**src/rtl/rx_err_pkg.sv**
```systemverilog
package rx_err_pkg;

  typedef enum logic [1:0] {
    SEL_VIOL     = 2'b00,
    SEL_EXZ      = 2'b01,
    SEL_PAT      = 2'b10,
    SEL_VIOL_EXZ = 2'b11
  } err_sel_e;

  // register addresses
  localparam int A_CTRL  = 0;
  localparam int A_MASK  = 1;
  localparam int A_STAT  = 2;
  localparam int A_HOLD0 = 3;

  // control bit positions
  localparam int C_AUTO = 2;
  localparam int C_TRIG = 3;

  // status / mask bit positions
  localparam int B_ERR = 0;
  localparam int B_OVF = 1;
  localparam int B_TMR = 2;
  localparam int NFLAG = 3;

  // number of counts contributed by the strobes in one cycle
  function automatic logic [1:0] sel_inc(input err_sel_e sel,
                                         input logic v, input logic e,
                                         input logic p);
    logic [1:0] r;
    case (sel)
      SEL_VIOL:     r = {1'b0, v};
      SEL_EXZ:      r = {1'b0, e};
      SEL_PAT:      r = {1'b0, p};
      SEL_VIOL_EXZ: r = {1'b0, v} + {1'b0, e};
      default:      r = 2'd0;
    endcase
    return r;
  endfunction

endpackage

```
**src/rtl/rx_err_select.sv**
```systemverilog
module rx_err_select
  import rx_err_pkg::*;
(
  input  logic [1:0] sel,
  input  logic       viol,
  input  logic       exz,
  input  logic       pat,
  output logic [1:0] inc,
  output logic       err_evt
);

  always_comb begin
    inc     = sel_inc(err_sel_e'(sel), viol, exz, pat);
    err_evt = (inc != 2'd0);
  end

endmodule

```
**src/rtl/rx_err_timer.sv**
```systemverilog
module rx_err_timer #(
  parameter int PERIOD_CYC = 1000000
) (
  input  logic clk,
  input  logic rst_n,
  input  logic run,
  output logic tick
);

  localparam int TW = (PERIOD_CYC > 1) ? $clog2(PERIOD_CYC) : 1;
  localparam logic [TW-1:0] LAST = TW'(PERIOD_CYC - 1);

  logic [TW-1:0] tmr_q;

  // held at zero while stopped, so entering timed mode starts a full period
  always_ff @(posedge clk or negedge rst_n) begin
    if (!rst_n)            tmr_q <= '0;
    else if (!run)         tmr_q <= '0;
    else if (tmr_q == LAST) tmr_q <= '0;
    else                   tmr_q <= tmr_q + 1'b1;
  end

  assign tick = run && (tmr_q == LAST);

endmodule

```
**src/rtl/rx_err_accum.sv**
```systemverilog
module rx_err_accum #(
  parameter int CNT_W = 16
) (
  input  logic             clk,
  input  logic             rst_n,
  input  logic [1:0]       inc,
  input  logic             xfer,
  output logic [CNT_W-1:0] cnt,
  output logic [CNT_W-1:0] hold,
  output logic             ovf_evt
);

  localparam logic [CNT_W-1:0] CMAX = '1;

  logic [CNT_W-1:0] cnt_q, hold_q;
  logic [CNT_W:0]   step;

  // returns {overflow, saturated next count}
  function automatic logic [CNT_W:0] sat_step(input logic [CNT_W-1:0] c,
                                              input logic [1:0] d);
    logic [CNT_W:0] s;
    s = {1'b0, c} + (CNT_W+1)'(d);
    if (s[CNT_W]) return {1'b1, CMAX};
    return s;
  endfunction

  assign step    = sat_step(cnt_q, inc);
  assign ovf_evt = !xfer && step[CNT_W];

  always_ff @(posedge clk or negedge rst_n) begin
    if (!rst_n) begin
      cnt_q  <= '0;
      hold_q <= '0;
    end else if (xfer) begin
      hold_q <= cnt_q;
      cnt_q  <= CNT_W'(inc);   // strobes of the transfer cycle open the new period
    end else begin
      cnt_q  <= step[CNT_W-1:0];
    end
  end

  assign cnt  = cnt_q;
  assign hold = hold_q;

endmodule

```
**src/rtl/rx_err_regs.sv**
```systemverilog
module rx_err_regs
  import rx_err_pkg::*;
#(
  parameter int CNT_W = 16,
  parameter int AW    = 3
) (
  input  logic             clk,
  input  logic             rst_n,
  input  logic             wr_en,
  input  logic             rd_en,
  input  logic [AW-1:0]    addr,
  input  logic [7:0]       wdata,
  output logic [7:0]       rdata,
  input  logic [CNT_W-1:0] hold,
  input  logic             err_evt,
  input  logic             ovf_evt,
  input  logic             tick_evt,
  output logic [1:0]       sel,
  output logic             auto_mode,
  output logic             man_evt,
  output logic [NFLAG-1:0] stat,
  output logic [NFLAG-1:0] mask,
  output logic             irq
);

  localparam int NB = (CNT_W + 7) / 8;

  logic [1:0]       sel_q;
  logic             auto_q, trig_q, trig_prev_q;
  logic [NFLAG-1:0] mask_q, stat_q, stat_set, stat_next;
  logic             wr_ctrl, wr_mask, rd_clr;
  logic [NB*8-1:0]  hold_pad;
  logic [3:0]       wdata_unused;

  assign wdata_unused = wdata[7:4];
  assign wr_ctrl = wr_en && (addr == AW'(A_CTRL));
  assign wr_mask = wr_en && (addr == AW'(A_MASK));
  assign rd_clr  = rd_en && (addr == AW'(A_STAT));

  always_comb begin
    stat_set        = '0;
    stat_set[B_ERR] = err_evt;
    stat_set[B_OVF] = ovf_evt;
    stat_set[B_TMR] = tick_evt;
    stat_next       = (rd_clr ? '0 : stat_q) | stat_set;
  end

  always_ff @(posedge clk or negedge rst_n) begin
    if (!rst_n) begin
      sel_q       <= '0;
      auto_q      <= 1'b0;
      trig_q      <= 1'b0;
      trig_prev_q <= 1'b0;
      mask_q      <= '1;
      stat_q      <= '0;
    end else begin
      trig_prev_q <= trig_q;
      stat_q      <= stat_next;
      if (wr_ctrl) begin
        sel_q  <= wdata[1:0];
        auto_q <= wdata[C_AUTO];
        trig_q <= wdata[C_TRIG];
      end
      if (wr_mask) mask_q <= wdata[NFLAG-1:0];
    end
  end

  assign man_evt   = trig_q && !trig_prev_q;
  assign sel       = sel_q;
  assign auto_mode = auto_q;
  assign stat      = stat_q;
  assign mask      = mask_q;
  assign irq       = |(stat_q & ~mask_q);
  assign hold_pad  = (NB*8)'(hold);

  always_comb begin
    rdata = 8'h00;
    if (addr == AW'(A_CTRL)) rdata = {4'b0, trig_q, auto_q, sel_q};
    if (addr == AW'(A_MASK)) rdata = 8'(mask_q);
    if (addr == AW'(A_STAT)) rdata = 8'(stat_q);
    for (int b = 0; b < NB; b++) begin
      if (addr == AW'(A_HOLD0 + b)) rdata = hold_pad[b*8 +: 8];
    end
  end

endmodule

```
**src/rtl/rx_err_tally.sv**
```systemverilog
module rx_err_tally
  import rx_err_pkg::*;
#(
  parameter int CNT_W      = 16,
  parameter int PERIOD_CYC = 1000000,
  parameter int AW         = 3
) (
  input  logic          clk,
  input  logic          rst_n,
  input  logic          viol_stb,
  input  logic          exz_stb,
  input  logic          pat_stb,
  input  logic          wr_en,
  input  logic          rd_en,
  input  logic [AW-1:0] addr,
  input  logic [7:0]    wdata,
  output logic [7:0]    rdata,
  output logic          irq
);

  // named internal events
  logic [1:0]       sel;
  logic             auto_mode;
  logic [1:0]       inc;
  logic             err_evt, ovf_evt, tick_evt, man_evt, xfer_evt;
  logic [CNT_W-1:0] cnt, hold;
  logic [NFLAG-1:0] stat, mask;

  rx_err_select u_sel (
    .sel     (sel),
    .viol    (viol_stb),
    .exz     (exz_stb),
    .pat     (pat_stb),
    .inc     (inc),
    .err_evt (err_evt)
  );

  rx_err_timer #(.PERIOD_CYC(PERIOD_CYC)) u_tmr (
    .clk   (clk),
    .rst_n (rst_n),
    .run   (auto_mode),
    .tick  (tick_evt)
  );

  assign xfer_evt = tick_evt || (man_evt && !auto_mode);

  rx_err_accum #(.CNT_W(CNT_W)) u_acc (
    .clk     (clk),
    .rst_n   (rst_n),
    .inc     (inc),
    .xfer    (xfer_evt),
    .cnt     (cnt),
    .hold    (hold),
    .ovf_evt (ovf_evt)
  );

  rx_err_regs #(.CNT_W(CNT_W), .AW(AW)) u_regs (
    .clk       (clk),
    .rst_n     (rst_n),
    .wr_en     (wr_en),
    .rd_en     (rd_en),
    .addr      (addr),
    .wdata     (wdata),
    .rdata     (rdata),
    .hold      (hold),
    .err_evt   (err_evt),
    .ovf_evt   (ovf_evt),
    .tick_evt  (tick_evt),
    .sel       (sel),
    .auto_mode (auto_mode),
    .man_evt   (man_evt),
    .stat      (stat),
    .mask      (mask),
    .irq       (irq)
  );

endmodule

```
**config.mk**
```make
export PLATFORM = sky130hd
export DESIGN_NAME = rx_err_tally
export DESIGN_NICKNAME = d
export VERILOG_FILES = /design/src/rtl/rx_err_pkg.sv /design/src/rtl/rx_err_select.sv /design/src/rtl/rx_err_timer.sv /design/src/rtl/rx_err_accum.sv /design/src/rtl/rx_err_regs.sv /design/src/rtl/rx_err_tally.sv
export SDC_FILE = /design/constraint.sdc
export NUM_CORES = 1
export LEC_CHECK = 0
export CAP_MARGIN = 0
export CORE_MARGIN = 10
export CORE_UTILIZATION = 62
export DETAILED_ROUTE_END_ITERATION = 6
export PLACE_DENSITY = 0.94
export SYNTH_ARGS = -nofsm -noshare
export SYNTH_HDL_FRONTEND = slang
export SYNTH_SLANG_ARGS = --single-unit
```
**constraint.sdc**
```tcl
create_clock -name clk -period 3.96 [get_ports clk]
set_input_delay 0.396 -clock clk [delete_from_list [all_inputs] [get_ports clk]]
set_output_delay 0.396 -clock clk [all_outputs]
set_load 0.05 [all_outputs]
```
==> summary.md <==
| Metric | Value |
|---|---|
| Result of the run | `finished, final reports clean` |
| Share of cells above drive strength 1 | `0.185` |
| Hold slack final | `167 ps` |
| Sequential element share of the synthesized area | `0.503` |
| Slew at the pin with the worst max-slew slack | `899 ps` |
| Overall power of the completed layout | `about 1.8 mW` |
| Die boundary width | `roughly 90 um` |
| Clock transition at the registers of the reported paths | `around 80 ps` |
| Cell mode on critical path | `sky130_fd_sc_hd__ha_1` |
| Most frequently used flop master after synthesis | `sky130_fd_sc_hd__dfrtp_1` |
| Gp weighted congestion | `0.831` |
| Total wire length after detailed routing | `roughly 8500 um` |
| Layout overhead on the synthesized area | `16.7%` |
| Number of placed instances with taps included | `roughly 380` |
| Yosys cell types | `between 40 and 50` |
| Cell type with the largest total area after synthesis | `sky130_fd_sc_hd__dfrtp_1` |
| Fmax | `between 200 and 300 MHz` |
| Sum of net half-perimeters after detailed placement | `a little over 5000 um` |
| Share of the clock period used by the worst path | `0.873` |
| Number of placed I/O pins | `27` |
| Hold bufs inserted after CTS | `0` |
| Number of antenna violations at the first check in global routing | `0` |
| Num Clock Sinks | `63` |
| Hold violation total from the final report | `0` |
| Number of buffers inserted to repair setup after CTS | `0` |
| Signal arrival time at the worst endpoint | `about 3700 ps` |
| Remaining design rule violation count | `0` |
| Cts bufs inserted | `9` |
| FP Rows | `25` |
| Global-route usage over all layers | `0.206` |
| Average cell area after synthesis | `roughly 11 um2` |
| Nature of the critical path startpoint | `primary input` |
| Total standard cell area after synthesis | `3140 um2` |
| Number of input and output port buffers inserted | `22` |
| Final worst path period need | `approximately 3500 ps` |
| Multi-input gate area | `between 1000 and 1500 um2` |
| Path type of the worst min-delay path | `primary input to asynchronous set/reset pin` |
| Detail-routed net length per standard cell | `roughly 22 um` |
| Critical path fanouts, max | `12` |
| CP required | `between 4000 and 5000 ps` |
| Maximum ir drop on the vdd rail | `267 uV` |
| Layout Utilization | `0.762` |
| Accumulated negative setup slack | `0 ps` |
| Cell with the largest stage delay on the worst path | `sky130_fd_sc_hd__nand3_1` |
| Global route overflow | `0` |
| Yosys warns | `0` |
| Count of TritonRoute iterations in the first routing pass | `5` |
| Main area contributors after synthesis | `sky130_fd_sc_hd__dfrtp_1, sky130_fd_sc_hd__mux2_2, sky130_fd_sc_hd__xnor2_1` |
| CTS resizes | `0` |
| Worst-skew pair later-pin latency | `~350 ps` |
| NumNets Final | `approximately 340` |
| Floorplan die height | `between 90 and 100 um` |
| Clock root cell | `sky130_fd_sc_hd__clkbuf_8` |
| Post-synthesis net count | `between 300 and 400` |
| First-pass GRT wire length | `around 14000 um` |
| Cell-by-cell listing of the critical path | `clkdlybuf4s50_1, ha_1, mux4_2, ha_1, inv_1, fa_1, nand4b_1, nor4_2, nand3_1, o21ai_0` |
| Clock tree buffer depth | `2` |
| Initial Utilization | `0.653` |
| Most frequent cells in the layout | `sky130_fd_sc_hd__dfrtp_1, sky130_fd_sc_hd__mux2_2, sky130_fd_sc_hd__nor2_1, sky130_fd_sc_hd__clkdlybuf4s50_1, sky130_fd_sc_hd__nand2_1` |
| Post-synthesis instance total | `just under 300` |
| Fin. max-slew vios | `0` |
| Number of synthesized flops with an enable pin | `0` |
| Diode insertion count for antenna repair | `0` |
| Largest net degree at the start of global routing | `42` |
| Maximum clock skew at final layout | `roughly 16 ps` |
| Max-Cap Viols | `0` |
| Setup violations, final | `0` |
| Total of flip-flops plus latches after synthesis | `63` |
| Most frequent standard cell in the layout excluding fill and tap cells | `sky130_fd_sc_hd__dfrtp_1` |
| Die area | `around 8300 um2` |
| Type of destination of the critical path | `flop` |
| DRC violation total after the first TritonRoute iteration | `between 200 and 250` |
| Area of the core | `approximately 4800 um2` |
| TritonCTS clock tree | `yes` |
| Leakage dissipation | `~1.5 nW` |
| H-tree levels | `3` |
| Worst setup path class | `primary input to flop` |
| Power per unit of standard cell area | `~480 nW/um2` |
| Vias | `2590` |
| Share of Yosys cell area claimed by the top area cell type | `0.478` |
| Max-slew headroom | `0.401` |
| Reg area | `around 1600 um2` |
| Final instance count without filler cells | `a little under 400` |
| Post-route ant nets | `0` |
| Async set or reset register ratio after synthesis | `1.00` |
| Unrepaired setup endpoints after global routing | `no` |
| Drt via density | `6.62` |
| Largest stage delay on the critical path | `~470 ps` |
| Number of global-route vias before repair | `~2600` |
| Total of fill cells in the finished design | `~280` |
==> cell usage after synthesis, drive strengths merged (2+ instances only) <==
cell	n
mux2	25
a211oi	2
nor2b	2
dfrtp	60
nor4bb	2
a32o	4
or3	4
xnor2	15
a21oi	19
nand3	14
inv	15
nand2	20
dfstp	3
nand4b	2
mux4	3
nand4	8
a31oi	6
and4	2
o31ai	4
mux2i	2
nor2	21
and3	5
clkbuf	6
ha	4
xor2	5
nor4	5
and2	2
or4	3
nor3	5
buf	5
o21ai	8
==> routing by layer <==
layer,vias up,track usage,share of wire
li1,1114,-,-
met1,1264,0.236,0.38
met2,172,0.345,0.50
met3,40,0.0658,0.079
met4,0,0.0953,0.040
met5,-,0,0
==> state kept, by name, summed over array words and instances, names as in the netlist <==
signal and count:
u_tmr.tmr_q 20, u_acc.cnt 16, u_acc.hold 16, u_regs.mask 3, u_regs.stat 3, u_regs.sel 2, u_regs.auto_mode 1, u_regs.trig_prev_q 1
u_regs.trig_q 1
==> cell type report <==
type                            count  area share
Tap cell                           67      0.0228
Inverter                           15      0.0153
Clock buffer                       11      0.0413
Clock inverter                      5      0.0218
Multi-Input combinational cell    203       0.399
Sequential cell                    63       0.431
Timing Repair Buffer               27      0.0689
==> cells by family (layout without fill, tap and decap cells) <==
logic type | Yosys count | count (layout) | synth area share
XOR/XNOR | 20 | 20 | 0.0557
buffers and inverters | 26 | 58 | 0.0326
AND/OR/NAND/NOR | 100 | 100 | 0.175
flip-flops | 63 | 63 | 0.503
adder cells (fa/ha/maj) | 5 | 5 | 0.0223
multiplexers | 30 | 30 | 0.117
AO/OA/AOI/OAI | 48 | 48 | 0.0943
==> critical path: cells and delay by family <==
| kind | cells | cell delay [ps] |
|---|---|---|
| simple gates | 3 | 1300 |
| mux | 1 | 250 |
| fa+ha+maj | 3 | 890 |
| compound gates | 1 | 370 |
| buf+inv | 2 | 510 |
==> path summary, 6_finish.rpt <==
| check | start | slack, ps | cells after the start | end |
|---|---|---|---|---|
| setup / recovery | viol_stb | 500 | 10 | u_regs.stat[1] |
| min in group clk | u_regs.trig_q | 450 | 0 | u_regs.trig_prev_q |
| hold / removal | rst_n | 170 | 1 | u_regs.trig_prev_q |
| hold reg to reg | u_regs.trig_q | 450 | 0 | u_regs.trig_prev_q |
| setup reg to reg | u_regs.sel[1] | 710 | 8 | u_regs.stat[1] |
| max in group asynchronous | rst_n | 2920 | 2 | u_acc.hold[13] |
==> where the power goes <==
part	internal [mW]	switching, mW
Sequential	0.719	0.0722
Clock	0.387	0.252
Combinational	0.146	0.188
Total	1.25	0.513
==> metrics by stage <==
stage	setup WS, ps	instance area, um2
after floorplan	1110	3140
after global placement	558	3440
after detailed placement	426	3440
after CTS	589	3670
after global routing	351	3670
final	503	3670
No activity file was read; power rests on OpenSTA's default activity.
